<file path="config.mk">
export PLATFORM = sky130hd
export DESIGN_NAME = cal_alarm
export DESIGN_NICKNAME = d
export VERILOG_FILES = /design/src/rtl/cal_alarm_pkg.sv /design/src/rtl/cal_alarm_regs.sv /design/src/rtl/cal_alarm_cmp.sv /design/src/rtl/cal_alarm_flag.sv /design/src/rtl/cal_alarm.sv
export SDC_FILE = /design/constraint.sdc
export NUM_CORES = 1
export LEC_CHECK = 0
export BUFFER_PORTS_ARGS = -buffer_cell sky130_fd_sc_hd__buf_2
export CAP_MARGIN = 40
export CORE_UTILIZATION = 51
export DETAILED_ROUTE_END_ITERATION = 10
export PLACE_DENSITY = 0.77
export SETUP_SLACK_MARGIN = 0.1
export SYNTH_ARGS = -nofsm -noshare
export SYNTH_HDL_FRONTEND = slang
export SYNTH_HIERARCHICAL = 1
export SYNTH_SLANG_ARGS = --single-unit
export TNS_END_PERCENT = 50
</file>
<file path="constraint.sdc">
create_clock -name clk -period 2.89 [get_ports clk]
set_input_delay 0.867 -clock clk [delete_from_list [all_inputs] [get_ports clk]]
set_output_delay 0.867 -clock clk [all_outputs]
set_load 0.03 [all_outputs]
</file>
<file path="src/rtl/cal_alarm_pkg.sv">
package cal_alarm_pkg;
   localparam int NUM_FIELDS = 4;

   typedef enum logic [1:0] {
      FLD_MIN  = 2'd0,
      FLD_HOUR = 2'd1,
      FLD_DAY  = 2'd2,
      FLD_WDAY = 2'd3
   } field_e;

   // number of significant BCD bits compared per field
   function automatic int field_bits(input int idx);
      case (idx)
         0:       return 7;
         1:       return 6;
         2:       return 6;
         default: return 3;
      endcase
   endfunction
endpackage

</file>
<file path="src/rtl/cal_alarm_regs.sv">
module cal_alarm_regs
   import cal_alarm_pkg::*;
#(
   parameter int DATA_W    = 8,
   parameter int ADDR_W    = 3,
   parameter int ALM_BASE  = 4,
   parameter int CTRL_ADDR = 0,
   parameter int IE_BIT    = 1,
   parameter int DIS_BIT   = 7
) (
   input  logic                                 clk,
   input  logic                                 rst_n,
   input  logic                                 wr_en,
   input  logic [ADDR_W-1:0]                    wr_addr,
   input  logic [DATA_W-1:0]                    wr_data,
   output logic [NUM_FIELDS-1:0][DATA_W-1:0]    alm_q,
   output logic                                 ie_q
);
   localparam logic [DATA_W-1:0] ALM_RST = DATA_W'(1) << DIS_BIT;

   for (genvar f = 0; f < NUM_FIELDS; f++) begin : g_alm
      localparam logic [ADDR_W-1:0] MY_ADDR = ADDR_W'(ALM_BASE + f);
      always_ff @(posedge clk or negedge rst_n) begin
         if (!rst_n)
            alm_q[f] <= ALM_RST;
         else if (wr_en && wr_addr == MY_ADDR)
            alm_q[f] <= wr_data;
      end
   end

   always_ff @(posedge clk or negedge rst_n) begin
      if (!rst_n)
         ie_q <= 1'b0;
      else if (wr_en && wr_addr == ADDR_W'(CTRL_ADDR))
         ie_q <= wr_data[IE_BIT];
   end

   assert_ie_hold_R9: assert property (@(posedge clk) disable iff (!rst_n)
      !(wr_en && wr_addr == ADDR_W'(CTRL_ADDR)) |=> $stable(ie_q));
endmodule

</file>
<file path="src/rtl/cal_alarm_cmp.sv">
module cal_alarm_cmp
   import cal_alarm_pkg::*;
#(
   parameter int DATA_W  = 8,
   parameter int DIS_BIT = 7
) (
   input  logic [NUM_FIELDS-1:0][DATA_W-1:0] alm,
   input  logic [NUM_FIELDS-1:0][DATA_W-1:0] cur,
   output logic                              all_match,
   output logic                              any_en
);
   logic [NUM_FIELDS-1:0] fld_ok;
   logic [NUM_FIELDS-1:0] fld_en;

   for (genvar f = 0; f < NUM_FIELDS; f++) begin : g_fld
      localparam int                NB   = field_bits(f);
      localparam logic [DATA_W-1:0] MASK = DATA_W'((1 << NB) - 1);
      if (NB > DIS_BIT) begin : g_bad
         $error("field width overlaps the disable bit");
      end
      assign fld_en[f] = ~alm[f][DIS_BIT];
      assign fld_ok[f] = ~fld_en[f] | ((alm[f] & MASK) == (cur[f] & MASK));
   end

   assign all_match = &fld_ok;
   assign any_en    = |fld_en;
endmodule

</file>
<file path="src/rtl/cal_alarm_flag.sv">
module cal_alarm_flag #(
   parameter int FLAG_BIT = 3,
   parameter int DATA_W   = 8
) (
   input  logic              clk,
   input  logic              rst_n,
   input  logic              min_tick,
   input  logic              all_match,
   input  logic              any_en,
   input  logic              ctrl_wr,
   input  logic [DATA_W-1:0] ctrl_wdata,
   input  logic              ie,
   output logic              flag_q,
   output logic              irq_n
);
   logic hit;
   logic clr;

   assign hit = min_tick & all_match & any_en;
   assign clr = ctrl_wr & ~ctrl_wdata[FLAG_BIT];

   always_ff @(posedge clk or negedge rst_n) begin
      if (!rst_n)
         flag_q <= 1'b0;
      else if (hit)
         flag_q <= 1'b1;
      else if (clr)
         flag_q <= 1'b0;
   end

   assign irq_n = ~(flag_q & ie);

   assert_sticky_R6: assert property (@(posedge clk) disable iff (!rst_n)
      flag_q && !clr |=> flag_q);
   assert_no_tick_R4: assert property (@(posedge clk) disable iff (!rst_n)
      !flag_q && !min_tick |=> !flag_q);
   assert_all_off_R5: assert property (@(posedge clk) disable iff (!rst_n)
      !flag_q && !any_en |=> !flag_q);
   assert_set_wins_R8: assert property (@(posedge clk) disable iff (!rst_n)
      min_tick && all_match && any_en && clr |=> flag_q);
endmodule

</file>
<file path="src/rtl/cal_alarm.sv">
module cal_alarm
   import cal_alarm_pkg::*;
#(
   parameter int DATA_W    = 8,
   parameter int ADDR_W    = 3,
   parameter int ALM_BASE  = 4,
   parameter int CTRL_ADDR = 0,
   parameter int FLAG_BIT  = 3,
   parameter int IE_BIT    = 1,
   parameter int DIS_BIT   = 7
) (
   input  logic              clk,
   input  logic              rst_n,
   input  logic              wr_en,
   input  logic [ADDR_W-1:0] wr_addr,
   input  logic [DATA_W-1:0] wr_data,
   input  logic [ADDR_W-1:0] rd_addr,
   output logic [DATA_W-1:0] rd_data,
   input  logic              min_tick,
   input  logic [6:0]        cur_min,
   input  logic [5:0]        cur_hour,
   input  logic [5:0]        cur_day,
   input  logic [2:0]        cur_wday,
   output logic              irq_n
);
   localparam int ALM_LAST = ALM_BASE + NUM_FIELDS - 1;

   if (DATA_W < 8 || DIS_BIT >= DATA_W) begin : g_chk_w
      $error("data width too small for the disable bit");
   end
   if (ALM_LAST >= (1 << ADDR_W)) begin : g_chk_a
      $error("alarm registers exceed address space");
   end
   if (CTRL_ADDR >= ALM_BASE && CTRL_ADDR <= ALM_LAST) begin : g_chk_c
      $error("control register overlaps alarm registers");
   end
   if (FLAG_BIT == IE_BIT || FLAG_BIT >= DATA_W || IE_BIT >= DATA_W) begin : g_chk_b
      $error("control bit positions invalid");
   end

   logic [NUM_FIELDS-1:0][DATA_W-1:0] alm_q;
   logic [NUM_FIELDS-1:0][DATA_W-1:0] cur_vec;
   logic ie_q, flag_q, all_match, any_en, ctrl_wr;

   assign cur_vec[FLD_MIN]  = DATA_W'(cur_min);
   assign cur_vec[FLD_HOUR] = DATA_W'(cur_hour);
   assign cur_vec[FLD_DAY]  = DATA_W'(cur_day);
   assign cur_vec[FLD_WDAY] = DATA_W'(cur_wday);
   assign ctrl_wr = wr_en && (wr_addr == ADDR_W'(CTRL_ADDR));

   cal_alarm_regs #(
      .DATA_W(DATA_W), .ADDR_W(ADDR_W), .ALM_BASE(ALM_BASE),
      .CTRL_ADDR(CTRL_ADDR), .IE_BIT(IE_BIT), .DIS_BIT(DIS_BIT)
   ) u_regs (
      .clk(clk), .rst_n(rst_n), .wr_en(wr_en), .wr_addr(wr_addr),
      .wr_data(wr_data), .alm_q(alm_q), .ie_q(ie_q)
   );

   cal_alarm_cmp #(.DATA_W(DATA_W), .DIS_BIT(DIS_BIT)) u_cmp (
      .alm(alm_q), .cur(cur_vec), .all_match(all_match), .any_en(any_en)
   );

   cal_alarm_flag #(.FLAG_BIT(FLAG_BIT), .DATA_W(DATA_W)) u_flag (
      .clk(clk), .rst_n(rst_n), .min_tick(min_tick), .all_match(all_match),
      .any_en(any_en), .ctrl_wr(ctrl_wr), .ctrl_wdata(wr_data), .ie(ie_q),
      .flag_q(flag_q), .irq_n(irq_n)
   );

   always_comb begin
      rd_data = '0;
      if (rd_addr == ADDR_W'(CTRL_ADDR)) begin
         rd_data[FLAG_BIT] = flag_q;
         rd_data[IE_BIT]   = ie_q;
      end
      for (int f = 0; f < NUM_FIELDS; f++)
         if (rd_addr == ADDR_W'(ALM_BASE + f))
            rd_data = alm_q[f];
   end

   assert_irq_needs_both_R7: assert property (@(posedge clk) disable iff (!rst_n)
      !irq_n |-> (flag_q && ie_q));
endmodule

</file>
==> metrics, run 1 <==
result of the run finished, final reports clean; Leak Pwr 1.043 nW; area enclosed by the die boundary 4005 um^2; die span in y 63.29 um; arrival time at the worst endpoint 1.88 ns; first-pass GRT wire length 7038 um; critical-path maximum fanout 7; routed len/inst 18.58 um; antenna violations before repair 0; clock root buffer clkbuf_8; global route total overflow 0; commonest cells after routing, fill and taps aside buf_2, dfrtp_1, mux2_2, xor2_1, xnor2_1; detailed-route DRC error count 0; Max transition margin 49.75%; largest buffer count on any clock path 2; period utilization 95.21%; number of hold-slack violations in the final timing report 0; WP buf/inv 2; number of buffers inserted to repair setup after CTS 0; internal power 1.084 mW; non-filler cells in the finished layout 235; CP max stage cell mux4_1; switching pwr 0.4515 mW; power density over cell area 667.2 nW/um^2; number of nets in the layout 228; all-layer global routing usage 24.00%; Pre-Repair DR Iteration Count 4; post-DR vias/cell 5.613; count of final max-slew check failures 0; horizontal die dimension 63.29 um; H-tree level count 2; Layout fillers 280; clock sinks 34; required time at the endpoint of the critical path 2.02 ns; HPWL after detailed placement 3255 um; top-level port count 49; Net Count, Synth 176; relative area change from synthesis to final layout 20.18%; type of element launching the critical path primary input; unrepaired setup endpoints after global routing no; cell total after placement 227; r2r setup slk 1.18 ns; global placer's final weighted congestion 0.7720; vias after detailed routing 1319; most common cell after layout, fill and taps aside buf_2; CP Class in -> out; switching part of the total 29.40%; fraction of final layout cells with drive strength greater than 1 53.97%; crit-path leading delay family multiplexers; Core ar. 3468 um^2; TritonCTS clock tree yes; netlist area before placement 1916 um^2; via count of the first global-routing pass 1405; detailed router's first-iteration violation count 44; yosys warns 6; worst-skew pair later-pin latency 0.29 ns; max-cap violations 0; Starting Density 55.23%; worst hold-check path type reg -> reg; antenna cells 0; maximum operating frequency 363.4 MHz; placement row count 21; crit path time final 2.751 ns; clk slew on worst S/H paths 0.07 ns; maximum resistive drop on vdd 0.3689 mV; Antenna Nets Post-Route 0; TritonCTS Buffers 5; final number of setup-violating endpoints 0; number of buffer cells added on primary ports 48; number of buffers inserted by hold repair at cts 0; Resize count post-CTS 2; biggest cell delay along the critical path 0.55 ns; slew at the pin closest to its max-slew limit 0.7537 ns; count of mapped cells out of synthesis 136; sequential share of power 45.1%; list of cells traversed by the critical path buf_6 > mux4_1 > and2_1 > buf_2; Worst Clk Skew 0.004438 ns; mean area per synthesized cell 14.09 um^2; drt total wl 4366 um; share of power burned in combinational logic 27.0%; largest net degree at the start of global routing 35; kind of end point of the critical path primary output; power share of the clock group 27.9%; final-layout setup total negative slack 0 ns
-- area by class of cell --
class	instances	area, um^2	share of cell area [%]
Timing Repair Buffer	49	254.0	11.03
Clock buffer	7	76.32	3.315
Tap cell	46	57.56	2.500
Sequential cell	34	855.8	37.17
Clock inverter	1	30.03	1.304
Multi-Input combinational cell	98	1028	44.67
-- state kept, by name, indices dropped and copies added, names as in the netlist --
| signal | count |
|---|---|
| u_regs/ie_q | 1 |
| u_regs/alm_q | 32 |
| u_flag/flag_q | 1 |
-- final timing paths --
| kind | startpoint | end | cells after the start |
|---|---|---|---|
| max in group asynchronous | rst_n | u_regs/alm_q[14]$_DFFE_PN0P_ | 1 |
| max | rd_addr[0] | rd_data[2] | 4 |
| min reg2reg | u_regs/alm_q[14]$_DFFE_PN0P_ | u_regs/alm_q[14]$_DFFE_PN0P_ | 1 |
| max reg2reg | u_regs/alm_q[16]$_DFFE_PN0P_ | u_flag/flag_q$_DFFE_PN0P_ | 5 |
| min in group asynchronous | rst_n | u_regs/alm_q[9]$_DFFE_PN0P_ | 1 |
| min | u_regs/alm_q[14]$_DFFE_PN0P_ | u_regs/alm_q[14]$_DFFE_PN0P_ | 1 |
-- metrics by stage --
| step | instance area, um^2 | hold slack [ns] | util, % | total power, mW | setup WS [ns] |
|---|---|---|---|---|---|
| after floorplan | 1916 | 0.4739 | - | 0.9756 | 0.2222 |
| after global placement | 2190 | 0.4830 | 63.13 | 1.093 | 0.006862 |
| after detailed placement | 2190 | 0.4963 | 63.13 | 1.117 | 0.0004254 |
| after CTS | 2302 | 0.5113 | 66.38 | 1.546 | 0.1362 |
| after global routing | 2302 | 0.5242 | 66.38 | 1.608 | 0.1074 |
| final | 2302 | 0.5119 | 66.38 | 1.536 | 0.1385 |
-- power by group through the flow --
stage / registers (mW) / clock network [mW] / logic [mW]
global placement: 0.692 / 0 / 0.401
CTS: 0.692 / 0.436 / 0.418
global route: 0.705 / 0.456 / 0.447
detailed placement: 0.701 / 0 / 0.415
floorplan: 0.667 / 0 / 0.309
finish: 0.692 / 0.429 / 0.415
-- metal layers --
metal	routed length, um	track usage [%]	part of all wire, %	up-vias
met5	0	0	0	-
met4	46	6.818	1.1	0
met3	194	6.341	4.4	6
met2	2221	40.99	51	35
met1	1904	29.81	44	660
li1	-	-	-	618
Note: power is estimated with default switching activity, not from simulation.
==> run 2, diff against run 1 <==
Settings changed: CELL_PAD_IN_SITES_DETAIL_PLACEMENT set to 1, CELL_PAD_IN_SITES_GLOBAL_PLACEMENT set to 1, CORE_UTILIZATION 51 to 45, CTS_CLUSTER_DIAMETER set to 120, PLACE_DENSITY 0.77 to not set, PLACE_DENSITY_LB_ADDON set to 0.1.
==> metrics, run 2 (synthesis results as in run 1) <==
result of the run finished, final reports clean; TritonCTS clock tree yes; type of element launching the critical path primary input; global route total overflow 0; period utilization 95.53%; Core ar. 4058 um^2; most common cell after layout, fill and taps aside buf_2; largest buffer count on any clock path 2; power density over cell area 645.3 nW/um^2; largest registers in the final layout u_regs/alm_q (32), u_flag/flag_q (1), u_regs/ie_q (1); Starting Density 47.21%; H-tree level count 2; global placer's final weighted congestion 0.7465; worst hold-check path type reg -> reg; die span in y 67.25 um; Most flops, register u_regs/alm_q; CP Class in -> out; antenna violations before repair 0; drt total wl 4656 um; Max transition margin 49.78%; Leak Pwr 1.034 nW; sum of internal, switching and leakage power 1.477 mW; unrepaired setup endpoints after global routing yes; kind of end point of the critical path primary output; largest net degree at the start of global routing 35; number of buffer cells added on primary ports 48; detailed router's first-iteration violation count 48; fraction of final layout cells with drive strength greater than 1 55.03%; number of buffers inserted by hold repair at cts 0; worst-skew pair later-pin latency 0.28 ns; via count of the first global-routing pass 1443; first-pass GRT wire length 7410 um; all-layer global routing usage 23.50%; max-cap violations 0; antenna cells 0; clock root buffer clkbuf_8; area enclosed by the die boundary 4522 um^2; detailed-route DRC error count 0; required time at the endpoint of the critical path 2.02 ns; non-filler cells in the finished layout 239; top-level port count 49; number of nets in the layout 228; clock sinks 34; horizontal die dimension 67.25 um; maximum operating frequency 362.2 MHz; number of hold-slack violations in the final timing report 0; critical-path maximum fanout 7; cell total after placement 231; final number of setup-violating endpoints 0; max reg flops 32; Layout fillers 442; Worst Clk Skew 0.002600 ns; HPWL after detailed placement 3504 um; clk slew on worst S/H paths 0.07 ns; relative area change from synthesis to final layout 19.46%; routed len/inst 19.48 um; TritonCTS Buffers 5; placement row count 23; maximum resistive drop on vdd 0.2916 mV; Pre-Repair DR Iteration Count 4; vias after detailed routing 1337; Antenna Nets Post-Route 0; count of final max-slew check failures 0; arrival time at the worst endpoint 1.89 ns; post-DR vias/cell 5.594; slew at the pin closest to its max-slew limit 0.7533 ns; crit path time final 2.761 ns; commonest cells after routing, fill and taps aside buf_2, dfrtp_1, mux2_2, xor2_1, xnor2_1
[run 2: cell count changes in the layout (fill, tap and decap cells not counted), sizes merged]
cell    delta
bufinv     -1
clkinv     +1
[run 2: routing by layer]
metal,GRT usage [%],wire length (um),vias to the layer above
li1,-,-,617
met1,29.97,2068,675
met2,40.00,2323,40
met3,4.561,210,5
met4,7.181,55,0
met5,0,0,-
[run 2: worst max-delay path, cell delays in order]
cell and delay (ns):
buf_6 0.14, mux4_1 0.54, and2_1 0.17, buf_2 0.17
[run 2: layout make-up]
| class | count | area, um^2 | share of cell area, % |
|---|---|---|---|
| well taps | 50 | 62.56 | 2.734 |
| repair buffers | 49 | 254.0 | 11.10 |
| flip-flops and latches | 34 | 855.8 | 37.40 |
| clock inverters | 1 | 5.005 | 0.2187 |
| clock buffers | 7 | 86.33 | 3.773 |
| multi-input cells | 98 | 1025 | 44.78 |
[run 2: path summary, 6_finish.rpt]
kind                            slack [ns]  depth (start not counted)                         start                      endpoint
worst min-delay path                  0.51                          1  u_regs/alm_q[28]$_DFFE_PN0P_  u_regs/alm_q[28]$_DFFE_PN0P_
max in group asynchronous             1.76                          1                         rst_n  u_regs/alm_q[21]$_DFFE_PN0P_
worst max register to register        1.22                          5  u_regs/alm_q[16]$_DFFE_PN0P_     u_flag/flag_q$_DFFE_PN0P_
worst min register to register        0.51                          1  u_regs/alm_q[28]$_DFFE_PN0P_  u_regs/alm_q[28]$_DFFE_PN0P_
min in group asynchronous             0.65                          1                         rst_n       u_regs/ie_q$_DFFE_PN0P_
worst max-delay path                  0.13                          4                    rd_addr[0]                    rd_data[7]
[run 2: through the flow]
| stage | area, um^2 | worst slack, ns | utilization, % | setup TNS, ns | hold WS (ns) |
|---|---|---|---|---|---|
| 6_report | 2288 | 0.1292 | 56.40 | 0 | 0.5070 |
| 5_1_grt | 2288 | 0.08254 | 56.40 | 0 | 0.5249 |
| 4_1_cts | 2292 | 0.1259 | 56.49 | 0 | 0.5113 |
| 3_5_place_dp | 2195 | -0.01349 | 54.09 | -0.02664 | 0.4953 |
| 3_3_place_gp | 2195 | -0.004315 | 54.09 | -0.004315 | 0.4830 |
| 2_1_floorplan | 1916 | 0.2222 | - | 0 | 0.4739 |
[run 2: timing repair]
item,CTS,global route
resized for setup,2,1
endpoints found under the setup margin,6,2
hold endpoints to repair,0,0
buffers inserted,0,0
[run 2: where the power goes]
group | leakage (nW) | switching, mW | internal, mW
clock | 0.0482 | 0.174 | 0.192
combinational | 0.583 | 0.185 | 0.232
sequential | 0.403 | 0.0990 | 0.594
==> run 3, diff against run 2 <==
Settings changed: ABC_AREA set to 1, CORE_UTILIZATION 45 to 40.
==> metrics, run 3 <==
placement row count 26; internal power 0.8725 mW; sum of internal, switching and leakage power 1.359 mW; unrepaired setup endpoints after global routing no; first-pass GRT wire length 10270 um; clock sinks 34; HPWL after detailed placement 4827 um; final-layout setup total negative slack 0 ns; switching part of the total 35.82%; detailed-route DRC error count 0; largest buffer count on any clock path 2; count of mapped cells out of synthesis 327; sequential share of power 49.5%; max reg flops 32; clk slew on worst S/H paths 0.06 ns; cell total after placement 444; Worst Clk Skew 0.001915 ns; antenna violations before repair 0; global placer's final weighted congestion 0.8446; Leak Pwr 1.486 nW; Net Count, Synth 367; top-level port count 49; clock root buffer clkbuf_8; largest registers in the final layout u_regs/alm_q (32), u_flag/flag_q (1), u_regs/ie_q (1); type of element launching the critical path primary input; share of power burned in combinational logic 26.0%; count of final max-slew check failures 0; maximum resistive drop on vdd 0.3194 mV; required time at the endpoint of the critical path 2.02 ns; power share of the clock group 24.5%; commonest cells after routing, fill and taps aside nand2_1, buf_2, inv_1, nand3_1, dfrtp_1; number of buffers inserted to repair setup after CTS 0; area enclosed by the die boundary 5585 um^2; period utilization 92.34%; most used routing layer in global routing met2; result of the run finished, final reports clean; critical-path maximum fanout 6; final number of setup-violating endpoints 0; TritonCTS Buffers 5; global routing met2 resource utilization 44.04%; all-layer global routing usage 25.11%; number of buffer cells added on primary ports 48; mean area per synthesized cell 6.470 um^2; arrival time at the worst endpoint 1.80 ns; max-cap violations 0; TritonCTS clock tree yes; global routing usage on met1 31.95%; yosys warns 6; Layout Cell Area excl Fill 2525 um^2; Antenna Nets Post-Route 0; number of hold-slack violations in the final timing report 0; worst-skew pair later-pin latency 0.29 ns; largest net degree at the start of global routing 35; via count of the first global-routing pass 2203; worst slack, placed 0.1603 ns; Worst Hold Margin 0.4749 ns; Core ar. 5107 um^2; post-DR vias/cell 4.807; crit path time final 2.669 ns; Post-Route Utilization 49.44%; power density over cell area 538.4 nW/um^2; Most flops, register u_regs/alm_q; antenna cells 0; crit path setup slack, layout 0.2215 ns; die span in y 74.73 um; Global Route met3 Usage 3.347%; fraction of final layout cells with drive strength greater than 1 18.64%; number of nets in the layout 421; routed len/inst 13.90 um; Max transition margin 48.14%; kind of end point of the critical path primary output; drt total wl 6269 um; slew at the pin closest to its max-slew limit 0.7780 ns; switching pwr 0.4869 mW; netlist area before placement 2116 um^2; global route total overflow 0; CP Class in -> out; worst hold-check path type reg -> reg; detailed router's first-iteration violation count 82; number of buffers inserted by hold repair at cts 0; maximum operating frequency 374.7 MHz; vias after detailed routing 2168; Area after DPL 2439 um^2; H-tree level count 2; horizontal die dimension 74.73 um; Pre-Repair DR Iteration Count 4; most common cell after layout, fill and taps aside nand2_1; Resize count post-CTS 0; non-filler cells in the finished layout 451; Starting Density 41.43%; relative area change from synthesis to final layout 19.34%
[run 3: area by class of cell]
| class | instances | area (um^2) |
|---|---|---|
| inverters | 43 | 163.9 |
| repair buffers | 50 | 255.2 |
| well taps | 70 | 87.58 |
| flip-flops and latches | 34 | 855.8 |
| multi-input cells | 247 | 1086 |
| fillers | 733 | 2582 |
| clock buffers | 7 | 76.32 |
[run 3: worst max-delay path, cell delays in order]
cell and delay (ns):
buf_2 0.12, inv_1 0.11, nand3_1 0.14, inv_2 0.15, nand2_1 0.07, nand4_1 0.13, buf_2 0.22
[run 3: power groups by stage]
| stage | sequential (mW) | clock, mW | combinational [mW] |
|---|---|---|---|
| detailed placement | 0.682 | 0 | 0.353 |
| CTS | 0.674 | 0.339 | 0.356 |
| floorplan | 0.646 | 0 | 0.241 |
| global placement | 0.680 | 0 | 0.336 |
| global route | 0.688 | 0.355 | 0.406 |
| finish | 0.673 | 0.333 | 0.354 |
[run 3: per-layer routing]
layer,share of wire [%],wire [um]
met1,47,2938
met2,50,3131
met3,2.0,127
met4,1.1,72
met5,0,0
[run 3: worst paths after layout]
path / start / endpoint / slack (ns) / depth (start not counted)
min reg2reg: u_regs/alm_q[30]$_DFFE_PN0P_ / u_regs/alm_q[30]$_DFFE_PN0P_ / 0.47 / 2
max in group asynchronous: rst_n / u_regs/alm_q[27]$_DFFE_PN0P_ / 1.74 / 1
max: rd_addr[1] / rd_data[0] / 0.22 / 7
min: u_regs/alm_q[30]$_DFFE_PN0P_ / u_regs/alm_q[30]$_DFFE_PN0P_ / 0.47 / 2
min in group asynchronous: rst_n / u_regs/alm_q[5]$_DFFE_PN0P_ / 0.66 / 1
max reg2reg: u_regs/alm_q[21]$_DFFE_PN0P_ / u_flag/flag_q$_DFFE_PN0P_ / 1.58 / 10
